**src/rtl/mtrap_pkg.sv**
```systemverilog
// Package: shared constants for the machine-mode trap unit.
// Assumes: cause codes are unsigned and the illegal-instruction code is 2.
package mtrap_pkg;

    // Exception code that selects the instruction word as trap value
    localparam int unsigned CODE_ILLEGAL = 2;

    // Low two bits that mark a full-length (non-compressed) instruction
    localparam logic [1:0] FULL_LEN_MARK = 2'b11;

    // Kind of redirect produced in a cycle
    typedef enum logic [1:0] {
        RD_NONE = 2'b00,
        RD_TRAP = 2'b01,
        RD_RET  = 2'b10
    } redir_kind_e;

endpackage

```
**src/rtl/mtrap_target.sv**
```systemverilog
// Module: mtrap_target
// Computes the handler address from the trap vector. The base is the vector
// with bits 1:0 cleared. Interrupts in vectored mode (vector bit 0 set) add
// four bytes per cause code.
// Assumes: purely combinational; the caller registers the result.
module mtrap_target #(
    parameter int XLEN   = 32,
    parameter int CODE_W = 5
) (
    input  logic [XLEN-1:0]   tvec,
    input  logic              is_irq,
    input  logic [CODE_W-1:0] code,
    output logic [XLEN-1:0]   target
);
    localparam logic [XLEN-1:0] BASE_MASK = ~(XLEN'(3));

    logic [XLEN-1:0] base;
    logic [XLEN-1:0] offset;

    // Pick the direct base or the vectored slot
    always_comb begin
        base   = tvec & BASE_MASK;
        offset = XLEN'(code) << 2;
        if (is_irq && tvec[0]) begin
            target = base + offset;
        end else begin
            target = base;
        end
    end
endmodule

```
**src/rtl/mtrap_tval.sv**
```systemverilog
// Module: mtrap_tval
// Chooses the trap value. Interrupts give zero. Illegal-instruction
// exceptions give the instruction word, cut to 16 bits when it is a
// compressed encoding. All other exceptions give the recorded fault address.
// Assumes: purely combinational; the fault record is held by the caller.
module mtrap_tval #(
    parameter int XLEN   = 32,
    parameter int CODE_W = 5
) (
    input  logic              is_irq,
    input  logic [CODE_W-1:0] code,
    input  logic [XLEN-1:0]   insn,
    input  logic [XLEN-1:0]   fault_rec,
    output logic [XLEN-1:0]   tval
);
    import mtrap_pkg::*;

    localparam int HALF_W = 16;

    // Select the trap value source by trap kind
    always_comb begin
        if (is_irq) begin
            tval = '0;
        end else if (code == CODE_W'(CODE_ILLEGAL)) begin
            if (insn[1:0] == FULL_LEN_MARK) begin
                tval = insn;
            end else begin
                tval = {{(XLEN-HALF_W){1'b0}}, insn[HALF_W-1:0]};
            end
        end else begin
            tval = fault_rec;
        end
    end
endmodule

```
**src/rtl/mtrap_status.sv**
```systemverilog
// Module: mtrap_status
// Holds the interrupt enable and its one-deep save slot. Trap entry pushes;
// return pops and sets the save slot to 1; a plain write loads both bits.
// Assumes: trap and return are already made mutually exclusive upstream.
module mtrap_status (
    input  logic clk,
    input  logic rst_n,
    input  logic do_trap,
    input  logic do_ret,
    input  logic wr_en,
    input  logic wr_ie,
    input  logic wr_pie,
    output logic ie,
    output logic pie
);
    logic ie_q;
    logic pie_q;

    // Update the enable stack; trap and return win over a write
    always_ff @(posedge clk) begin
        if (!rst_n) begin
            ie_q  <= 1'b0;
            pie_q <= 1'b0;
        end else if (do_trap) begin
            pie_q <= ie_q;
            ie_q  <= 1'b0;
        end else if (do_ret) begin
            ie_q  <= pie_q;
            pie_q <= 1'b1;
        end else if (wr_en) begin
            ie_q  <= wr_ie;
            pie_q <= wr_pie;
        end
    end

    assign ie  = ie_q;
    assign pie = pie_q;


    trap_push_chk: assert property (@(posedge clk) disable iff (!rst_n)
        do_trap |=> (!ie_q && (pie_q == $past(ie_q))));


    ret_pop_chk: assert property (@(posedge clk) disable iff (!rst_n)
        (do_ret && !do_trap) |=> (pie_q && (ie_q == $past(pie_q))));


    stat_write_chk: assert property (@(posedge clk) disable iff (!rst_n)
        (wr_en && !do_trap && !do_ret) |=> ((ie_q == $past(wr_ie)) && (pie_q == $past(wr_pie))));
endmodule

```
**src/rtl/mtrap_unit.sv**
```systemverilog
// Module: mtrap_unit (top)
// Trap entry and return for a hart that runs only at machine level. It
// captures cause, exception PC and trap value, keeps the trap vector and the
// fault-address record, and issues a registered one-cycle redirect.
// Assumes: at most one request per cycle is intended; if trap and return
// arrive together the trap wins.
module mtrap_unit #(
    parameter int XLEN       = 32,
    parameter int CODE_W     = 5,
    parameter int COMPRESSED = 1
) (
    input  logic              clk,
    input  logic              rst_n,
    input  logic              trap_req,
    input  logic              trap_irq,
    input  logic [CODE_W-1:0] trap_code,
    input  logic [XLEN-1:0]   trap_pc,
    input  logic [XLEN-1:0]   trap_insn,
    input  logic              flt_load,
    input  logic [XLEN-1:0]   flt_addr,
    input  logic              ret_req,
    input  logic              tvec_we,
    input  logic [XLEN-1:0]   tvec_wdata,
    input  logic              epc_we,
    input  logic [XLEN-1:0]   epc_wdata,
    input  logic              st_we,
    input  logic              st_ie,
    input  logic              st_pie,
    output logic              redirect,
    output logic [XLEN-1:0]   next_pc,
    output logic              stat_ie,
    output logic              stat_pie,
    output logic [XLEN-1:0]   cause_reg,
    output logic [XLEN-1:0]   epc_reg,
    output logic [XLEN-1:0]   tval_reg,
    output logic [XLEN-1:0]   tvec_reg
);
    import mtrap_pkg::*;

    logic [XLEN-1:0] pc_mask;
    logic [XLEN-1:0] tvec_q;
    logic [XLEN-1:0] epc_q;
    logic [XLEN-1:0] cause_q;
    logic [XLEN-1:0] tval_q;
    logic [XLEN-1:0] fault_q;
    logic [XLEN-1:0] next_pc_q;
    logic            redirect_q;

    logic [XLEN-1:0] trap_target;
    logic [XLEN-1:0] trap_tval;
    logic [XLEN-1:0] cause_new;
    redir_kind_e     kind;

    // Alignment mask for return targets, chosen by compressed support
    generate
        if (COMPRESSED != 0) begin : g_mask_c
            assign pc_mask = {{(XLEN-1){1'b1}}, 1'b0};
        end else begin : g_mask_w
            assign pc_mask = {{(XLEN-2){1'b1}}, 2'b00};
        end
    endgenerate

    // Resolve which request is taken: trap has priority
    always_comb begin
        if (trap_req)      kind = RD_TRAP;
        else if (ret_req)  kind = RD_RET;
        else               kind = RD_NONE;
    end

    // Assemble the cause word: interrupt flag on top, code at the bottom
    always_comb begin
        cause_new               = '0;
        cause_new[CODE_W-1:0]   = trap_code;
        cause_new[XLEN-1]       = trap_irq;
    end

    mtrap_target #(.XLEN(XLEN), .CODE_W(CODE_W)) u_target (
        .tvec   (tvec_q),
        .is_irq (trap_irq),
        .code   (trap_code),
        .target (trap_target)
    );

    mtrap_tval #(.XLEN(XLEN), .CODE_W(CODE_W)) u_tval (
        .is_irq    (trap_irq),
        .code      (trap_code),
        .insn      (trap_insn),
        .fault_rec (fault_q),
        .tval      (trap_tval)
    );

    mtrap_status u_status (
        .clk     (clk),
        .rst_n   (rst_n),
        .do_trap (kind == RD_TRAP),
        .do_ret  (kind == RD_RET),
        .wr_en   (st_we),
        .wr_ie   (st_ie),
        .wr_pie  (st_pie),
        .ie      (stat_ie),
        .pie     (stat_pie)
    );

    // Register the redirect strobe and its target
    always_ff @(posedge clk) begin
        if (!rst_n) begin
            redirect_q <= 1'b0;
            next_pc_q  <= '0;
        end else begin
            redirect_q <= (kind != RD_NONE);
            if (kind == RD_TRAP) begin
                next_pc_q <= trap_target;
            end else if (kind == RD_RET) begin
                next_pc_q <= epc_q & pc_mask;
            end
        end
    end

    // Capture cause, trap value and exception PC; trap wins over a write
    always_ff @(posedge clk) begin
        if (!rst_n) begin
            cause_q <= '0;
            tval_q  <= '0;
            epc_q   <= '0;
        end else if (kind == RD_TRAP) begin
            cause_q <= cause_new;
            tval_q  <= trap_tval;
            epc_q   <= trap_pc;
        end else if (epc_we) begin
            epc_q   <= epc_wdata;
        end
    end

    // Keep the fault-address record; taking a trap clears it
    always_ff @(posedge clk) begin
        if (!rst_n) begin
            fault_q <= '0;
        end else if (kind == RD_TRAP) begin
            fault_q <= '0;
        end else if (flt_load) begin
            fault_q <= flt_addr;
        end
    end

    // Hold the trap vector as written
    always_ff @(posedge clk) begin
        if (!rst_n) begin
            tvec_q <= '0;
        end else if (tvec_we) begin
            tvec_q <= tvec_wdata;
        end
    end

    assign redirect  = redirect_q;
    assign next_pc   = next_pc_q;
    assign cause_reg = cause_q;
    assign epc_reg   = epc_q;
    assign tval_reg  = tval_q;
    assign tvec_reg  = {tvec_q[XLEN-1:2], 1'b0, tvec_q[0]};


    trap_capture_chk: assert property (@(posedge clk) disable iff (!rst_n)
        trap_req |=> ((epc_q == $past(trap_pc)) && (cause_q[XLEN-1] == $past(trap_irq))
                      && (cause_q[CODE_W-1:0] == $past(trap_code))));


    exc_target_chk: assert property (@(posedge clk) disable iff (!rst_n)
        (trap_req && !trap_irq) |=> (redirect_q && (next_pc_q[1:0] == 2'b00)
                                     && (next_pc_q[XLEN-1:2] == $past(tvec_q[XLEN-1:2]))));


    ret_target_chk: assert property (@(posedge clk) disable iff (!rst_n)
        (ret_req && !trap_req) |=> (redirect_q && (next_pc_q[0] == 1'b0)
                                    && ((next_pc_q | ~pc_mask) == ($past(epc_q) | ~pc_mask))));


    fault_clear_chk: assert property (@(posedge clk) disable iff (!rst_n)
        trap_req |=> (fault_q == '0));


    redirect_pulse_chk: assert property (@(posedge clk) disable iff (!rst_n)
        (!trap_req && !ret_req) |=> !redirect_q);
endmodule

```
**config.mk**
```make
export PLATFORM = sky130hd
export DESIGN_NAME = mtrap_unit
export DESIGN_NICKNAME = d
export VERILOG_FILES = /design/src/rtl/mtrap_pkg.sv /design/src/rtl/mtrap_target.sv /design/src/rtl/mtrap_tval.sv /design/src/rtl/mtrap_status.sv /design/src/rtl/mtrap_unit.sv
export SDC_FILE = /design/constraint.sdc
export NUM_CORES = 1
export LEC_CHECK = 0
export CAP_MARGIN = 20
export CELL_PAD_IN_SITES_DETAIL_PLACEMENT = 1
export CELL_PAD_IN_SITES_GLOBAL_PLACEMENT = 1
export CORE_ASPECT_RATIO = 0.9
export CORE_UTILIZATION = 30
export CTS_CLUSTER_SIZE = 12
export DETAILED_ROUTE_END_ITERATION = 6
export PLACE_DENSITY = 0.78
export SYNTH_ARGS = -nofsm -noshare
export SYNTH_HDL_FRONTEND = slang
export SYNTH_HIERARCHICAL = 1
export SYNTH_SLANG_ARGS = --single-unit
```
**constraint.sdc**
```tcl
create_clock -name clk -period 2.05 [get_ports clk]
set_input_delay 0.205 -clock clk [delete_from_list [all_inputs] [get_ports clk]]
set_output_delay 0.205 -clock clk [all_outputs]
set_load 0.02 [all_outputs]
```
==> impl_results.md <==
- RSZ-0062 raised after global routing: yes
- Fin area: 0.0132 mm2
- Antenna Violating Nets Remaining: 0
- Clock-pin slew on the worst setup and hold paths: 0.07 ns
- Initial antenna violation count: 5
- Fin. Hold Viols: 0
- Min Tclk post-route: 2.04 ns
- Hold WC Path Type: in2reg
- PD cells: 666 mW/mm2
- Worst Path Max Fanout: 8
- Critical Path RT: 2.38 ns
- Starting Density: 30.5%
- Area of the mapped netlist: 0.00910 mm2
- First-pass GRT wire length: 44700 um
- Met3 Use GR: 4.59%
- DR vias/cell: 4.56
- Floorplan core area: 0.0299 mm2
- Die width: 186 um
- Total congestion overflow: 0
- Num ports: 339
- Detailed Place HPWL: 22000 um
- Drt drc: 0
- Die Y: 167 um
- Relative slew slack: 42.8%
- Fin util: 44.1%
- Die area: 0.0310 mm2
- CTS H-tree depth: 4
- Fin crit share: 99.3%
- # placed instances: 1559
- Post-Syn Instances: 891
- Row count: 60
- DRT iter0 DRCs: 279
- Met1 Usage GRT: 24.2%
- Max IR drop VDD: 569 uV
- GRT Overall Usage: 19.1%
- Leakage: 5.78 nW
- Hold Slack: 0.259 ns
- Area after DPL: 0.0125 mm2
- Worst-skew pair later-pin latency: 0.44 ns
- Met2 Resource Use GR: 31.3%
- Hold-fix buffer count after cts: 0
- Worst-margin pin slew: 0.857 ns
- Mean Syn Cell Area: 10.2 um2
- Non-Filler Instances: 1598
- Area growth syn-to-layout: 44.8%
- CTS root buffer: clkbuf_16
- Outcome: finished, final reports clean
- Final net count: 1360
- Final max-slew violation count: 0
- # port buffers: 310
- Clock Sinks: 168
- Share of layout cells above drive strength 1: 14.9%
- Final setup TNS: 0 ns
- CP startpoint kind: register
- Routability cong.: 0.799
- Post-Route WL: 29800 um
- Total of max-cap violations: 0
- Setup CP Type: reg2reg
- Clock Skew: 0.00978 ns
- Final setup fails: 0
- CTS Buf Count: 17
- Number of global-route vias before repair: 7657
- Crit path DAT: 2.37 ns
- R2R Setup Slk: 0.01 ns
- Largest net degree at the start of global routing: 61
- Via count: 7287
- Maximum root-to-sink buffer count: 2
- Worst setup EP type: register
- TritonRoute pass-1 iters: 4
- Fmax: 0.491 GHz
- Synth Warn #: 6
- Busiest metal layer after global routing: met2
- CTS tree: yes
- Drt wl/cell: 18.6 um
[power breakdown]
part | switching [mW] | leakage (nW) | internal [mW]
combinational | 0.802 | 4.10 | 0.990
sequential | 0.130 | 1.38 | 3.43
clock | 1.52 | 0.300 | 1.90
total | 2.46 | 5.78 | 6.32
[path summary, 6_finish.rpt]
kind / start / to / cells past startpoint
hold reg to reg: fault_q[10] / fault_q[10] / 2
setup reg to reg: tvec_q[3] / next_pc[31] / 9
hold / removal: rst_n / tval_reg[17] / 2
setup / recovery: tvec_q[3] / next_pc[31] / 9
[per-layer routing]
metal / part of all wire [%] / wire length, um
met4: 2.5 / 757
met5: 0.044 / 13
met2: 47 / 14100
met1: 45 / 13300
met3: 5.3 / 1580
[layout make-up]
cell class / instances / area (um2)
multi-input cells: 622 / 5020
inverters: 4 / 15.0
diodes: 4 / 10.0
fillers: 3318 / 16700
well taps: 403 / 504
clock buffers: 19 / 453
clock inverters: 13 / 161
flip-flops and latches: 168 / 3370
repair buffers: 365 / 3640
[timing repair]
| item | 4_1_cts | 5_1_grt |
|---|---|---|
| pin swaps | 5 | 8 |
| gates cloned | 0 | 0 |
| resized for setup | 6 | 12 |
| buffers inserted | 2 | 1 |
| endpoints found under the hold margin | 0 | 0 |
| endpoints found under the setup margin | 14 | 17 |
[layout by cell type, fill, tap and decap left out, drive strengths merged, types with 2 or more instances in the layout]
master	instances
and2	2
mux2i	135
conb	29
o21a	2
dfxtp	168
bufinv	2
o21ai	3
nor2b	72
clkbuf	19
nand2	28
clkdlybuf4s50	305
a21oi	3
inv	9
and4	4
clkinv	5
xnor2	25
nand4	8
nand2b	107
ha	5
nand3	12
buf	60
mux2	65
nor2	34
and3	5
diode	4
or2b	6
o211a	63
xor2	3
[metrics by stage]
| step | total power [mW] | setup WS (ns) |
|---|---|---|
| 2_1_floorplan | 4.60 | 0.0273 |
| 3_3_place_gp | 5.38 | -0.466 |
| 3_5_place_dp | 5.41 | -0.535 |
| 4_1_cts | 8.91 | 0.00485 |
| 5_1_grt | 9.18 | -0.0586 |
| 6_report | 8.77 | 0.0135 |
[critical path, stage by stage, from the launching register on]
cell	delay (ns)
dfxtp_4	0.35
ha_1	0.27
a21o_1	0.13
nand4_1	0.18
a31oi_4	0.27
buf_12	0.15
nand4_1	0.11
xnor2_1	0.14
or2b_1	0.22
o211a_1	0.13
(Power assumes the default switching activity.)
